===== config.mk =====
export PLATFORM = sky130hd
export DESIGN_NAME = quad_eval_unit
export DESIGN_NICKNAME = d
export VERILOG_FILES = /design/src/rtl/quad_pkg.sv /design/src/rtl/quad_ctrl.sv /design/src/rtl/quad_mac.sv /design/src/rtl/quad_dpath.sv /design/src/rtl/quad_eval_unit.sv
export SDC_FILE = /design/constraint.sdc
export NUM_CORES = 1
export LEC_CHECK = 0
export BUFFER_PORTS_ARGS = -buffer_cell sky130_fd_sc_hd__buf_2
export CAP_MARGIN = 20
export CORE_MARGIN = 4
export CORE_UTILIZATION = 35
export DETAILED_ROUTE_END_ITERATION = 7
export PLACE_DENSITY = 0.51
export SLEW_MARGIN = 10
export SYNTH_ARGS = -nofsm -noshare
export SYNTH_HDL_FRONTEND = slang
export SYNTH_SLANG_ARGS = --single-unit

===== constraint.sdc =====
create_clock -name clk -period 12.8 [get_ports clk]
set_input_delay 1.92 -clock clk [delete_from_list [all_inputs] [get_ports clk]]
set_output_delay 1.92 -clock clk [all_outputs]
set_load 0.02 [all_outputs]

===== src/rtl/quad_pkg.sv =====
package quad_pkg;

    localparam int unsigned QW_DATA = 16;
    localparam int unsigned QW_ADDR = 4;

    // Execute step of the Horner evaluation
    typedef enum logic [1:0] {
        ST_IDLE = 2'd0,
        ST_MUL  = 2'd1,   // acc = A * X
        ST_FOLD = 2'd2,   // acc = (acc + B) * X
        ST_ADD  = 2'd3    // res = acc + C
    } step_e;

    typedef struct packed {
        step_e step;
        logic  done;
    } ctrl_s;

endpackage


===== src/rtl/quad_ctrl.sv =====
module quad_ctrl
    import quad_pkg::*;
(
    input  logic  clk,
    input  logic  rst_n,
    input  logic  start,
    output logic  accept,
    output step_e step,
    output logic  busy,
    output logic  done
);

    ctrl_s st_d, st_q;

    always_comb begin
        st_d      = st_q;
        st_d.done = 1'b0;
        accept    = 1'b0;
        unique case (st_q.step)
            ST_IDLE: begin
                if (start) begin
                    st_d.step = ST_MUL;
                    accept    = 1'b1;
                end
            end
            ST_MUL:  st_d.step = ST_FOLD;
            ST_FOLD: st_d.step = ST_ADD;
            ST_ADD: begin
                st_d.step = ST_IDLE;
                st_d.done = 1'b1;
            end
            default: st_d.step = ST_IDLE;
        endcase
    end

    always_ff @(posedge clk) begin
        if (!rst_n) begin
            st_q <= '{step: ST_IDLE, done: 1'b0};
        end else begin
            st_q <= st_d;
        end
    end

    assign step = st_q.step;
    assign busy = (st_q.step != ST_IDLE);
    assign done = st_q.done;

    // a busy window is exactly three cycles long
    a_r2_busy_len: assert property (@(posedge clk) disable iff (!rst_n)
        $fell(busy) |-> ($past(busy, 2) && $past(busy, 3) && !$past(busy, 4)));

    // a start seen while idle is taken at once
    a_r8_accept: assert property (@(posedge clk) disable iff (!rst_n)
        (start && !busy) |=> busy);

    // done is a single pulse following the busy window
    a_r3_done_pulse: assert property (@(posedge clk) disable iff (!rst_n)
        done |=> !done);

    a_r3_done_after_busy: assert property (@(posedge clk) disable iff (!rst_n)
        done |-> (!busy && $past(busy)));

endmodule


===== src/rtl/quad_mac.sv =====
module quad_mac #(
    parameter int unsigned W = 16
) (
    input  logic [W-1:0] addend_a,
    input  logic [W-1:0] addend_b,
    input  logic [W-1:0] factor,
    output logic [W-1:0] product
);

    logic [W-1:0] sum;

    // Modular add-then-multiply, low W bits kept
    assign sum     = addend_a + addend_b;
    assign product = sum * factor;

endmodule


===== src/rtl/quad_dpath.sv =====
module quad_dpath
    import quad_pkg::*;
#(
    parameter int unsigned DATA_W = 16,
    parameter int unsigned ADDR_W = 4
) (
    input  logic              clk,
    input  logic              rst_n,
    input  logic              accept,
    input  step_e             step,
    input  logic [DATA_W-1:0] in_a,
    input  logic [DATA_W-1:0] in_b,
    input  logic [DATA_W-1:0] in_c,
    input  logic [DATA_W-1:0] in_x,
    input  logic [ADDR_W-1:0] in_dst,
    output logic [DATA_W-1:0] res,
    output logic [ADDR_W-1:0] res_dst
);

    typedef struct packed {
        logic [DATA_W-1:0] a;
        logic [DATA_W-1:0] b;
        logic [DATA_W-1:0] c;
        logic [DATA_W-1:0] x;
        logic [ADDR_W-1:0] dst;
        logic [DATA_W-1:0] acc;
        logic [DATA_W-1:0] res;
        logic [ADDR_W-1:0] res_dst;
    } dp_s;

    dp_s dp_d, dp_q;

    logic [DATA_W-1:0] mac_p, mac_q, mac_y;

    // One shared multiplier serves both product steps
    assign mac_p = (step == ST_MUL) ? dp_q.a : dp_q.acc;
    assign mac_q = (step == ST_MUL) ? '0     : dp_q.b;

    quad_mac #(.W(DATA_W)) u_mac (
        .addend_a (mac_p),
        .addend_b (mac_q),
        .factor   (dp_q.x),
        .product  (mac_y)
    );

    always_comb begin
        dp_d = dp_q;
        if (accept) begin
            dp_d.a   = in_a;
            dp_d.b   = in_b;
            dp_d.c   = in_c;
            dp_d.x   = in_x;
            dp_d.dst = in_dst;
        end
        unique case (step)
            ST_MUL, ST_FOLD: dp_d.acc = mac_y;
            ST_ADD: begin
                dp_d.res     = dp_q.acc + dp_q.c;
                dp_d.res_dst = dp_q.dst;
            end
            default: ;
        endcase
    end

    always_ff @(posedge clk) begin
        if (!rst_n) begin
            dp_q <= '0;
        end else begin
            dp_q <= dp_d;
        end
    end

    assign res     = dp_q.res;
    assign res_dst = dp_q.res_dst;

    // latched operands do not move during evaluation
    a_r6_operands_held: assert property (@(posedge clk) disable iff (!rst_n)
        (step == ST_FOLD || step == ST_ADD) |-> ($stable(dp_q.x) && $stable(dp_q.c) && $stable(dp_q.dst)));

endmodule


===== src/rtl/quad_eval_unit.sv =====
module quad_eval_unit
    import quad_pkg::*;
#(
    parameter int unsigned DATA_W = QW_DATA,
    parameter int unsigned ADDR_W = QW_ADDR
) (
    input  logic              clk,
    input  logic              rst_n,
    input  logic              start,
    input  logic [DATA_W-1:0] op_a,
    input  logic [DATA_W-1:0] op_b,
    input  logic [DATA_W-1:0] op_c,
    input  logic [DATA_W-1:0] op_x,
    input  logic [ADDR_W-1:0] dest_in,
    output logic              busy,
    output logic              done,
    output logic [DATA_W-1:0] result,
    output logic [ADDR_W-1:0] wr_addr
);

    logic  accept;
    step_e step;

    quad_ctrl u_ctrl (
        .clk    (clk),
        .rst_n  (rst_n),
        .start  (start),
        .accept (accept),
        .step   (step),
        .busy   (busy),
        .done   (done)
    );

    quad_dpath #(.DATA_W(DATA_W), .ADDR_W(ADDR_W)) u_dpath (
        .clk     (clk),
        .rst_n   (rst_n),
        .accept  (accept),
        .step    (step),
        .in_a    (op_a),
        .in_b    (op_b),
        .in_c    (op_c),
        .in_x    (op_x),
        .in_dst  (dest_in),
        .res     (result),
        .res_dst (wr_addr)
    );

    // outputs only move together with a done pulse
    a_r9_hold: assert property (@(posedge clk) disable iff (!rst_n)
        !done |-> ($stable(result) && $stable(wr_addr)));

    // no new busy window can open while one is running
    a_r7_no_restart: assert property (@(posedge clk) disable iff (!rst_n)
        (busy && start && step == ST_ADD) |=> (!busy && done));

endmodule


# Word-level counts from Yosys, hierarchy flattened
# Index checks and enable logic that the tools add are counted.
# totals
ff_bits,107
in_bits,71
output_inout_bits,22
elab_cells,27
# classes
n_addsub,2
mul,1
eq_ne,4
muxes,7
reduce_logical,3
# op_table
op,count
adder 16 bit,2
two-way mux 16 bit,2
multiplier 16 x 16 -> 16 bit,1
one-hot mux 2 bit (4 select lines),1
"equality test 2 bit, second input constant",2
two-way mux 1 bit,3
"equality test 2 x 1 -> 1 bit, second input constant",1
logical NOT 2 bit,1
two-way mux 2 bit,1
"inequality test 2 bit, second input constant",1
nonzero test 2 bit,1
OR reduction 2 bit,1

# Depth between registers and ports, before layout
# logic_depth
depth_word,4
depth_mapped,37

# Cells and area by module
# From an unflattened synthesis, not the netlist that was laid out.
# hier_totals
hier_cells,1054
hier_area_um2,9853.2
# by_module_without_submodules
mod,instances,cells_each,area_per_inst_um2,seq_area_each_um2
quad_dpath,1,493,5043.6,2082.0
quad_mac,1,543,4626.9,0.0
quad_ctrl,1,18,182.7,60.1

# Worst setup path before layout
# Ideal clock, no wire load.
# synth_path
kind,reg2reg
from,"register u_ctrl.st_q, in the netlist u_ctrl.step[1]"
to,register u_dpath.dp_q[35] in the netlist's numbering
setup_time_ps,116
arrival_time_ps,9056
required_time_ps,12684
slack_ps,3628
stages_incl_launch_ff,37
period_less_slack_ps,9172
cell_sequence,dfxtp_1 > inv_1 > ha_1 > clkbuf_1 > clkbuf_1 > mux2_2 > ha_1 > a21oi_1 > a21boi_1 > o32ai_4 > o21bai_1 > a2111o_1 > a31o_1 > a21oi_2 > xnor2_1 > nand2_1 > fa_1 > fa_1 > inv_1 > fa_1 > fa_1 > inv_1 > fa_1 > fa_1 > xnor2_1 > xnor2_1 > xnor2_1 > xnor2_1 > xnor2_1 > xnor2_1 > xnor3_1 > xnor3_1 > xnor2_1 > xnor3_1 > xnor3_1 > mux2i_1 > nor2b_1
# synth_via
elab_chain_len,4
# synth_rtl
element,line_no,rtl
from (decl),quad_ctrl.sv:13,"ctrl_s st_d, st_q;"
from (signal assigned),quad_ctrl.sv:38,"st_q <= '{step: ST_IDLE, done: 1'b0};"
from (signal assigned),quad_ctrl.sv:40,st_q <= st_d;
equality test 2 x 1 -> 1 bit,"quad_dpath.sv:36, quad_dpath.sv:37, quad_dpath.sv:55",
two-way mux 16 bit (on tied branches),"quad_dpath.sv:36, quad_dpath.sv:37",
adder 16 bit,quad_mac.sv:13,assign sum = addend_a + addend_b;
multiplier 16 x 16 -> 16 bit,quad_mac.sv:14,assign product = sum * factor;
to (signal assigned),quad_dpath.sv:69,dp_q <= dp_d;
to (decl),quad_dpath.sv:31,"dp_s dp_d, dp_q;"
# Several ways; a longest one is shown, not always the timed one.
# A chain may end at the register's enable or synchronous reset.

# Worst setup path in the final report
# Ends and elaborated chain as after synthesis.

==> flow_summary.yaml <==
outcome:
  outcome: "completed"
sta:
  timing.final.crit_share_pct: 73.07
  finalSetupViolCount: 0
  fin_crit_ns: 9.353
  finClkSkew_ns: 0.01189
  timing.slew.headroom_pct: 34.05
  hold_viol_final: 0
  fmax_mhz: 106.9
  rsz0062_at_grt: "false"
  tightest_slew_ns: 0.9892
  setup_tns_ns: 0
  slew_violations: 0
floorplanning:
  die_w_um: 174.1
  dieArea_sq_um: 30320
  initial_core_util_pct: 35.74
  num_rows: 60
  ioPinCount: 93
  coreArea_sq_um: 27030
  die_h_um: 174.1
layout:
  final_cells: 1510
  drive_above_1_share_pct: 12.40
  n_antenna_cell: 0
  syn_to_final_growth_pct: 9.768
  final_cell_mix: "208 x nand2_1, 136 x inv_1, 107 x dfxtp_1, 92 x buf_2, 85 x ha_1"
  final_util_pct: 39.23
  layout.nets: 1402
  mostFrequentLayoutCell: "nand2_1"
placement:
  gp_congestion: 0.8082
  dp_cells: 1494
  hpwl_mm: 18.06
  io_buffer_count: 92
detailed_routing:
  dr_total_vias: 6993
  top_layer_used: "met4"
  ant_nets: 0
  drc: 0
  drtPass1Iterations: 4
  dr_wl_met2_mm: 10.84
  met1Wirelength_mm: 11.57
  met3WireLength_um: 726
  drt-vias-per-instance: 4.631
  drt_iter0_markers: 232
  avgRoutedWirePerCell_um: 15.56
  routed_wl_mm: 23.50
pwr:
  pwr-share-clk_pct: 19.2
  p_seq_share_pct: 29.0
  p_leak_uw: 0.004818
  p_int_uw: 887.9
  p_sw_uw: 712.0
  ir_worst_vdd_uv: 97.71
  pwr-share-comb_pct: 51.8
  netSwitchingFraction_pct: 44.50
  power_density_nw_per_um2: 150.9
setup_path:
  crit_slowest_cell: "fa_1"
  arrival_ns: 9.61
  crit_path_start_kind: "flip-flop"
  endpoint_kind: "flip-flop"
  worst_path_most_repeated_cell: "xnor2_1"
  crit_fanout: 27
  cp_slowest_stage_delay_ns: 0.54
  rrSetupSlack_ns: 3.45
  path_class: "reg -> reg"
  critPathRequiredTime_ns: 13.05
  reg2reg_to: "u_dpath.dp_q[35]$_SDFFE_PN0P_"
  ff2ff_path_depth: 35
  r2r_start: "u_ctrl.step[1]$_SDFFE_PN0P_"
yosys:
  ys.flop_type: "dfxtp_1"
  synthMuxAreaShare_pct: 4.340
  ys_ff_latch: 107
  ys_types: 54
  synth_compound_area_share_pct: 11.82
  ys_seq_area_share_pct: 22.18
  synth_top_family_by_area: "adder cells"
  synth-adder-area-share_pct: 28.01
  synth_warnings: 0
  syn_inst: 1122
  syn_nets: 1360
  synth_edf_count: 0
  synth_area_sq_um: 9658
  synth-xor-area-share_pct: 5.700
  synth-simple-area-share_pct: 19.06
  async_reset_ff_share_pct: 0
  avgSynthCellArea_sq_um: 8.608
worst_hold_path:
  whs_path_depth: 2
  min_from: "u_dpath.dp_q[85]$_SDFFE_PN0P_"
  hp-class: "reg -> reg"
  whs_endpoint: "u_dpath.dp_q[85]$_SDFFE_PN0P_"
clocking:
  post_cts_buffers: 0
  cts_buffers: 9
  holdBufCountCts: 0
  cts_sinks: 107
  clockBufferDepth: 2
  root_buffer: "clkbuf_16"
  clkLatencyLatePin_ns: 0.36
  clk_pin_slew_ns: 0.08
  cts_resized: 0
  htree_levels: 3
  cts_tree: "done"
run:
  drv_cap: 0
global_route:
  grt_pass1_vias: 7162
  grt_pass1_wl_mm: 38.15
  overflow: 0
  antenna_found_initial: 0
  grt_max_degree: 74
  gr-usage-all-layers_pct: 15.65
==> critical path: cells and delay by family (launching register included) <==
family                   cells  cell delay (ns)
adder cells (fa/ha/maj)      8             3.46
XOR/XNOR                    12             2.54
AO/OA/AOI/OAI                7             1.63
buffers and inverters        4             0.53
multiplexers                 2             0.51
flip-flops                   1             0.35
AND/OR/NAND/NOR              2             0.19
==> routing by layer <==
| layer | up-vias | global-route usage (%) |
|---|---|---|
| li1 | 3613 | - |
| met3 | 17 | 1.479 |
| met5 | - | 0 |
| met1 | 3285 | 21.97 |
| met4 | 0 | 3.926 |
| met2 | 78 | 26.05 |
==> power groups by stage <==
stage | Clock [uW] | Sequential (uW) | Combinational (uW)
after floorplan | 0 | 425 | 641
after global routing | 330 | 474 | 938
after detailed placement | 0 | 475 | 835
final | 308 | 464 | 828
after global placement | 0 | 474 | 833
after CTS | 320 | 468 | 843
==> state kept, by name (all words and copies together) (netlist names) <==
register,cells
u_dpath.dp_q,84
u_dpath.res,16
u_ctrl.done,1
u_dpath.res_dst,4
u_ctrl.step,2
==> metrics by stage <==
stage | power, uW | hold slack (ns) | setup slack [ns] | cell area [sq um]
finish | 1600 | 0.4634 | 3.447 | 10600
global route | 1742 | 0.4854 | 2.836 | 10600
CTS | 1630 | 0.4625 | 3.408 | 10600
detailed placement | 1311 | 0.4515 | 3.445 | 10290
global placement | 1308 | 0.4524 | 3.580 | 10290
floorplan | 1066 | 0.4318 | 3.628 | 9658
==> how the worst max path moves through the flow <==
stage	slack, ns	start	endpoint	depth (start not counted)
after floorplan	3.63	u_ctrl.step[1]$_SDFFE_PN0P_	u_dpath.dp_q[35]$_SDFFE_PN0P_	36
after global placement	3.58	u_ctrl.step[1]$_SDFFE_PN0P_	u_dpath.dp_q[35]$_SDFFE_PN0P_	35
after detailed placement	3.44	u_ctrl.step[1]$_SDFFE_PN0P_	u_dpath.dp_q[35]$_SDFFE_PN0P_	35
after CTS	3.41	u_ctrl.step[1]$_SDFFE_PN0P_	u_dpath.dp_q[35]$_SDFFE_PN0P_	35
after global routing	2.84	u_ctrl.step[1]$_SDFFE_PN0P_	u_dpath.dp_q[35]$_SDFFE_PN0P_	35
final	3.45	u_ctrl.step[1]$_SDFFE_PN0P_	u_dpath.dp_q[35]$_SDFFE_PN0P_	35
==> kinds of logic (layout without fill, tap and decap cells) <==
| group | Yosys count | after routing |
|---|---|---|
| buffers and inverters | 208 | 255 |
| AOI/OAI and AO/OA | 157 | 157 |
| muxes | 40 | 40 |
| and+or+nand+nor | 389 | 389 |
| xor gates and xnor gates | 54 | 54 |
| adders and majority gates | 167 | 167 |
| DFF | 107 | 107 |
==> synthesized netlist by cell type (2+ instances only) <==
library cell / instances / area, sq um
nand2b_1: 12 / 75.07
fa_1: 82 / 1642
xnor3_1: 4 / 90.09
mux2i_1: 25 / 250.2
a21oi_1: 25 / 125.1
or3_1: 2 / 12.51
a311oi_1: 2 / 17.52
mux2_2: 15 / 168.9
a21o_1: 4 / 30.03
nand3_1: 8 / 40.04
xor2_2: 2 / 32.53
buf_4: 21 / 157.7
nor3_1: 6 / 30.03
nand2_1: 209 / 784.5
nor4_1: 2 / 12.51
nor2_1: 26 / 97.59
o21bai_1: 9 / 67.56
xnor2_1: 42 / 367.9
xor2_1: 5 / 43.79
and2_1: 63 / 394.1
o31a_1: 2 / 17.52
o21ai_0: 14 / 70.07
o21a_1: 11 / 82.58
ha_1: 85 / 1064
o211a_1: 2 / 20.02
buf_1: 4 / 15.01
clkbuf_1: 46 / 172.7
a21boi_0: 72 / 540.5
nor2b_1: 56 / 350.3
inv_1: 136 / 510.5
dfxtp_1: 107 / 2142
==> layout make-up <==
cell class	instances	area (sq um)
Tap cell	341	426.7
Inverter	137	514.2
Sequential cell	107	2142
Timing Repair Buffer	102	535.5
Clock buffer	9	225.2
Clock inverter	7	90.09
Multi-Input combinational cell	807	6668
Fill cell	2809	16420
No activity file was read; power rests on OpenSTA's default activity.
